### config.mk
export PLATFORM = sky130hd
export DESIGN_NAME = bufpwm_top
export DESIGN_NICKNAME = d
export VERILOG_FILES = /design/src/rtl/bufpwm_pkg.sv /design/src/rtl/bufpwm_counter.sv /design/src/rtl/bufpwm_regs.sv /design/src/rtl/bufpwm_wave.sv /design/src/rtl/bufpwm_top.sv
export SDC_FILE = /design/constraint.sdc
export NUM_CORES = 1
export LEC_CHECK = 0
export BUFFER_PORTS_ARGS = -buffer_cell sky130_fd_sc_hd__buf_2
export CAP_MARGIN = 20
export CORE_UTILIZATION = 40
export CTS_CLUSTER_DIAMETER = 150
export DETAILED_ROUTE_END_ITERATION = 10
export GPL_TIMING_DRIVEN = 0
export PLACE_DENSITY_LB_ADDON = 0.05
export SYNTH_ARGS = -nofsm -noshare
export SYNTH_HDL_FRONTEND = slang
export SYNTH_SLANG_ARGS = --single-unit
### constraint.sdc
create_clock -name clk -period 1.6 [get_ports clk]
set_input_delay 0.32 -clock clk [delete_from_list [all_inputs] [get_ports clk]]
set_output_delay 0.32 -clock clk [all_outputs]
set_load 0.01 [all_outputs]
### src/rtl/bufpwm_pkg.sv
package bufpwm_pkg;
  localparam int CNT_W = 8;

  typedef enum logic [1:0] {
    A_DUTY = 2'd0,
    A_TOP  = 2'd1,
    A_MODE = 2'd2,
    A_FLAG = 2'd3
  } bufpwm_addr_e;

  typedef enum logic [1:0] {
    M_OFF_A   = 2'd0,
    M_OFF_B   = 2'd1,
    M_LOW_HIT = 2'd2,
    M_HIGH_HIT = 2'd3
  } bufpwm_mode_e;

  function automatic logic [CNT_W-1:0] count_after(input logic [CNT_W-1:0] cur,
                                                   input logic wrap);
    return wrap ? '0 : cur + 1'b1;
  endfunction

  function automatic logic mode_drives(input bufpwm_mode_e m);
    return m[1];
  endfunction

  function automatic logic level_after(input bufpwm_mode_e m, input logic hit,
                                       input logic at_zero, input logic cur);
    if (!mode_drives(m)) return 1'b0;
    if (hit)     return (m == M_HIGH_HIT);
    if (at_zero) return (m == M_LOW_HIT);
    return cur;
  endfunction
endpackage

### src/rtl/bufpwm_counter.sv
module bufpwm_counter
  import bufpwm_pkg::*;
#(
  parameter int W = CNT_W
) (
  input  logic         clk,
  input  logic         rst_n,
  input  logic [W-1:0] limit,
  output logic [W-1:0] count,
  output logic         at_limit
);
  assign at_limit = (count == limit);

  always_ff @(posedge clk or negedge rst_n) begin
    if (!rst_n) count <= '0;
    else        count <= count_after(count, at_limit);
  end

  assert_wrap_R2: assert property (@(posedge clk) disable iff (!rst_n)
    at_limit |=> (count == '0));
  assert_step_R2: assert property (@(posedge clk) disable iff (!rst_n)
    !at_limit |=> (count == W'($past(count) + 1'b1)));
endmodule

### src/rtl/bufpwm_regs.sv
module bufpwm_regs
  import bufpwm_pkg::*;
#(
  parameter int W = CNT_W,
  parameter logic [W-1:0] LIMIT_RST = '1
) (
  input  logic         clk,
  input  logic         rst_n,
  input  logic         we,
  input  logic [1:0]   addr,
  input  logic [W-1:0] wdata,
  input  logic         at_limit,
  output logic [W-1:0] rdata,
  output logic [W-1:0] limit_q,
  output bufpwm_mode_e mode_q,
  output logic [W-1:0] duty_live,
  output logic         flag_q
);
  logic [W-1:0] duty_hold;
  logic         wrap_strobe;
  logic         clr_req;
  bufpwm_addr_e a;

  assign a       = bufpwm_addr_e'(addr);
  assign clr_req = we && (a == A_FLAG) && wdata[0];

  always_ff @(posedge clk or negedge rst_n) begin
    if (!rst_n) begin
      duty_hold <= '0;
      limit_q   <= LIMIT_RST;
      mode_q    <= M_OFF_A;
    end else if (we) begin
      case (a)
        A_DUTY:  duty_hold <= wdata;
        A_TOP:   limit_q   <= wdata;
        A_MODE:  mode_q    <= bufpwm_mode_e'(wdata[1:0]);
        default: ;
      endcase
    end
  end

  always_ff @(posedge clk or negedge rst_n) begin
    if (!rst_n)        duty_live <= '0;
    else if (at_limit) duty_live <= duty_hold;
  end

  always_ff @(posedge clk or negedge rst_n) begin
    if (!rst_n) begin
      wrap_strobe <= 1'b0;
      flag_q      <= 1'b0;
    end else begin
      wrap_strobe <= at_limit;
      if (wrap_strobe)  flag_q <= 1'b1;
      else if (clr_req) flag_q <= 1'b0;
    end
  end

  always_comb begin
    case (a)
      A_DUTY:  rdata = duty_hold;
      A_TOP:   rdata = limit_q;
      A_MODE:  rdata = W'(mode_q);
      default: rdata = W'(flag_q);
    endcase
  end

  assert_load_R7: assert property (@(posedge clk) disable iff (!rst_n)
    at_limit |=> (duty_live == $past(duty_hold)));
  assert_hold_R7: assert property (@(posedge clk) disable iff (!rst_n)
    !at_limit |=> $stable(duty_live));
  assert_set_R8: assert property (@(posedge clk) disable iff (!rst_n)
    wrap_strobe |=> flag_q);
  assert_clear_R9: assert property (@(posedge clk) disable iff (!rst_n)
    (clr_req && !wrap_strobe) |=> !flag_q);
endmodule

### src/rtl/bufpwm_wave.sv
module bufpwm_wave
  import bufpwm_pkg::*;
#(
  parameter int W = CNT_W
) (
  input  logic         clk,
  input  logic         rst_n,
  input  bufpwm_mode_e mode,
  input  logic [W-1:0] count,
  input  logic [W-1:0] duty_live,
  output logic         pin,
  output logic         pin_oe
);
  logic hit_evt;
  logic zero_evt;

  assign hit_evt  = (count == duty_live);
  assign zero_evt = (count == '0);
  assign pin_oe   = mode_drives(mode);

  always_ff @(posedge clk or negedge rst_n) begin
    if (!rst_n) pin <= 1'b0;
    else        pin <= level_after(mode, hit_evt, zero_evt, pin);
  end

  assert_detached_R3: assert property (@(posedge clk) disable iff (!rst_n)
    !mode[1] |=> !pin);
  assert_low_hit_R6: assert property (@(posedge clk) disable iff (!rst_n)
    (mode == M_LOW_HIT && hit_evt) |=> !pin);
  assert_high_hit_R6: assert property (@(posedge clk) disable iff (!rst_n)
    (mode == M_HIGH_HIT && hit_evt) |=> pin);
  assert_zero_set_R4: assert property (@(posedge clk) disable iff (!rst_n)
    (mode == M_LOW_HIT && zero_evt && !hit_evt) |=> pin);
endmodule

### src/rtl/bufpwm_top.sv
module bufpwm_top
  import bufpwm_pkg::*;
#(
  parameter int W = CNT_W,
  parameter logic [W-1:0] LIMIT_RST = '1
) (
  input  logic         clk,
  input  logic         rst_n,
  input  logic         reg_we,
  input  logic [1:0]   reg_addr,
  input  logic [W-1:0] reg_wdata,
  output logic [W-1:0] reg_rdata,
  output logic         pwm_out,
  output logic         pwm_oe,
  output logic         ovf_flag
);
  logic [W-1:0] limit_q;
  logic [W-1:0] count;
  logic [W-1:0] duty_live;
  logic         at_limit;
  bufpwm_mode_e mode_q;

  bufpwm_counter #(.W(W)) u_cnt (
    .clk(clk), .rst_n(rst_n), .limit(limit_q),
    .count(count), .at_limit(at_limit)
  );

  bufpwm_regs #(.W(W), .LIMIT_RST(LIMIT_RST)) u_regs (
    .clk(clk), .rst_n(rst_n), .we(reg_we), .addr(reg_addr),
    .wdata(reg_wdata), .at_limit(at_limit), .rdata(reg_rdata),
    .limit_q(limit_q), .mode_q(mode_q), .duty_live(duty_live),
    .flag_q(ovf_flag)
  );

  bufpwm_wave #(.W(W)) u_wave (
    .clk(clk), .rst_n(rst_n), .mode(mode_q), .count(count),
    .duty_live(duty_live), .pin(pwm_out), .pin_oe(pwm_oe)
  );

  assert_oe_R3: assert property (@(posedge clk) disable iff (!rst_n)
    (!pwm_oe && $stable(pwm_oe)) |-> !pwm_out);
endmodule

==> impl_results.md <==
- Sequential power share: 0.412
- Initial antenna violation count: 0
- CP arrival: 1300 ps
- Detail Route Antenna Nets: 0
- Setup TNS Final: -99.7 ps
- Clk_skew: 12.1 ps
- Async SR Flop Fraction: 1.00
- Avg Inst Size Synth: 12.7 um^2
- Number of CTS-inserted buffers: 5
- Tcrit/Tclk final: 1.01
- CORE AREA: 4410 um^2
- Combinational power share: 0.357
- WL final: 3.77 mm
- Delay-heaviest family, CP: multiplexers
- Total gr overflow: 0
- Die area: 4950 um^2
- Share of cells above drive strength 1: 0.519
- Worst Path Buf+Inv: 1
- Synth Cell Area: 1870 um^2
- Post-Syn Instances: 147
- DIE WIDTH: 70.3 um
- Critical Path Max Stage Delay: 490 ps
- Total track usage: 0.173
- Peak VDD IR: 0.765 mV
- Final setup viols: 7
- DRT Pass-1 Iters: 4
- Clock buffer depth: 2
- Clock root buffer: clkbuf_8
- Status: complete, but fails checks
- Routed len/inst: 15.6 um
- Top_reg_cell synth: dfrtp_1
- Initial Utilization: 0.423
- Yosys warns: 0
- Final worst path period need: 1620 ps
- Final instance count without filler cells: 241
- Hold_buf cts: 0
- Final non-filler cell area: 2330 um^2
- Hold Vio Cnt, Final: 0
- Top-area cell type share of the netlist area: 0.388
- Die height: 70.3 um
- CTS H-tree depth: 2
- PortBufs: 23
- DP Wirelength: 2.56 mm
- Io pins: 24
- CTS tree: done
- Nets: 203
- Synth-to-layout area growth: 24.8%
- Crit-path max FO: 2
- Failing checks: setup timing
- DRT iter0 DRCs: 46
- Synth top area cells: dfrtp_1, mux2_2, dfstp_2, xnor2_1, mux2i_1
- RD Place Congestion: 0.721
- Count leader, synth: dfrtp_1
- Sw frac: 0.315
- # fillers: 398
- Static leakage: 1.07 nW
- Worst-path clk slew: 70 ps
- Setup crit start kind: register
- Internal: 2.52 mW
- Yosys reg bits: 37
- Crit-path cells: mux4_2 > buf_6
- Vias in the first global route: 1305
- Setup ws final: -23.7 ps
- Max-Cap Viols: 0
- Post-layout util: 0.528
- CTS sink cnt: 37
- Syn Nets: 162
- Site Rows: 24
- PwrDens: 1580 nW/um^2
- Post-placement cell area: 2050 um^2
- Crit path max-delay cell type: mux4_2
- Pre-CTS WS: -144 ps
- Clock power frac: 0.231
- CP Capture Type: output port
- Number of flops mapped to enable cells by yosys: 0
- Max-slew headroom: 0.457
- Crit path kind: reg -> out
- Residual DRC count: 0
- Clk_lat worst skew: 290 ps
- Synth area leader: dfrtp_1
- Vias: 1217
- First-pass GRT wire length: 6.52 mm
- Slew Viols, Final: 0
- Hold Path Class: in -> async
- RSZ-0062 raised after global routing: yes
- Placed Cells: 222
- Power Total: 3.68 mW
- Worst Tran Pin Value: 814 ps
- Total net switching power: 1.16 mW
- Largest net degree at the start of global routing: 38
- Required time of the critical path: 1280 ps
- Netlist cell types: 31
- Sequential area share after synthesis: 0.501
- Drt via density: 5.05
- Hold_ws: 120 ps
- N_diodes: 0
- Synth top cells by count: dfrtp_1, mux2_2, nor2_1, xnor2_1, dfstp_2
- F_max: 0.616 GHz
## timing repair
action / in CTS / in global routing
setup endpoints to repair: 10 / 12
pin swaps: 3 / 3
setup buffers: 11 / 3
resized for setup: 6 / 13
## routing by layer
layer,up-vias,wire (um),global-route usage
met5,-,0,0
li1,584,-,-
met1,614,1770,0.231
met2,15,1840,0.270
met3,4,93,0.0447
met4,0,59,0.0667
## placed cells by master (no fill, tap or decap), types with 6 or more instances in the layout
cell type  instances
dfrtp_1           25
buf_2             24
mux2_2            18
nor2_1            15
xnor2_1           13
buf_4             10
buf_6              8
mux2_4             8
dfstp_2            8
mux2i_1            7
clkbuf_8           6
## power groups by stage
stage                     registers, mW  logic (mW)  clock network [mW]
after global routing               1.56        1.45               0.925
after detailed placement           1.47        1.15                   0
after global placement             1.47        1.13                   0
after CTS                          1.51        1.22               0.866
after floorplan                    1.41       0.926                   0
final                              1.51        1.31               0.850
## state kept, by name, summed over array words and instances (netlist names)
register,count
u_cnt.count,8
u_regs.duty_hold,8
u_regs.wrap_strobe,1
u_regs.mode_q,2
u_regs.duty_live,8
u_wave.pin,1
u_regs.flag_q,1
u_regs.limit_q,8
## cell families after synthesis
logic type	after synthesis	synth area share
AND/OR/NAND/NOR	39	0.115
AO/OA/AOI/OAI	3	0.0121
XOR/XNOR	22	0.115
multiplexers	34	0.208
adder cells (fa/ha/maj)	2	0.0134
flip-flops	37	0.501
buffers and inverters	10	0.0355
## worst paths after layout
check	from	to	slack, ps	cells past startpoint
worst min register to register	u_regs.wrap_strobe	u_regs.flag_q	440	1
worst min-delay path	rst_n	u_regs.flag_q	120	1
worst max register to register	u_regs.limit_q[2]	u_regs.duty_live[5]	-20	5
max in group asynchronous	rst_n	u_cnt.count[1]	920	1
min in group clk	reg_wdata[2]	u_regs.limit_q[2]	270	2
worst max-delay path	u_regs.flag_q	reg_rdata[0]	-20	2
## layout make-up
| cell class | instances | area, um^2 | area share |
|---|---|---|---|
| Multi-Input combinational cell | 100 | 913 | 0.392 |
| Clock buffer | 6 | 82.6 | 0.0354 |
| Buffer | 5 | 43.8 | 0.0188 |
| Clock inverter | 2 | 37.5 | 0.0161 |
| Inverter | 2 | 7.51 | 0.00322 |
| Tap cell | 52 | 65.1 | 0.0279 |
| Sequential cell | 37 | 941 | 0.403 |
| Timing Repair Buffer | 37 | 241 | 0.104 |
Note: power is estimated with default switching activity, not from simulation.
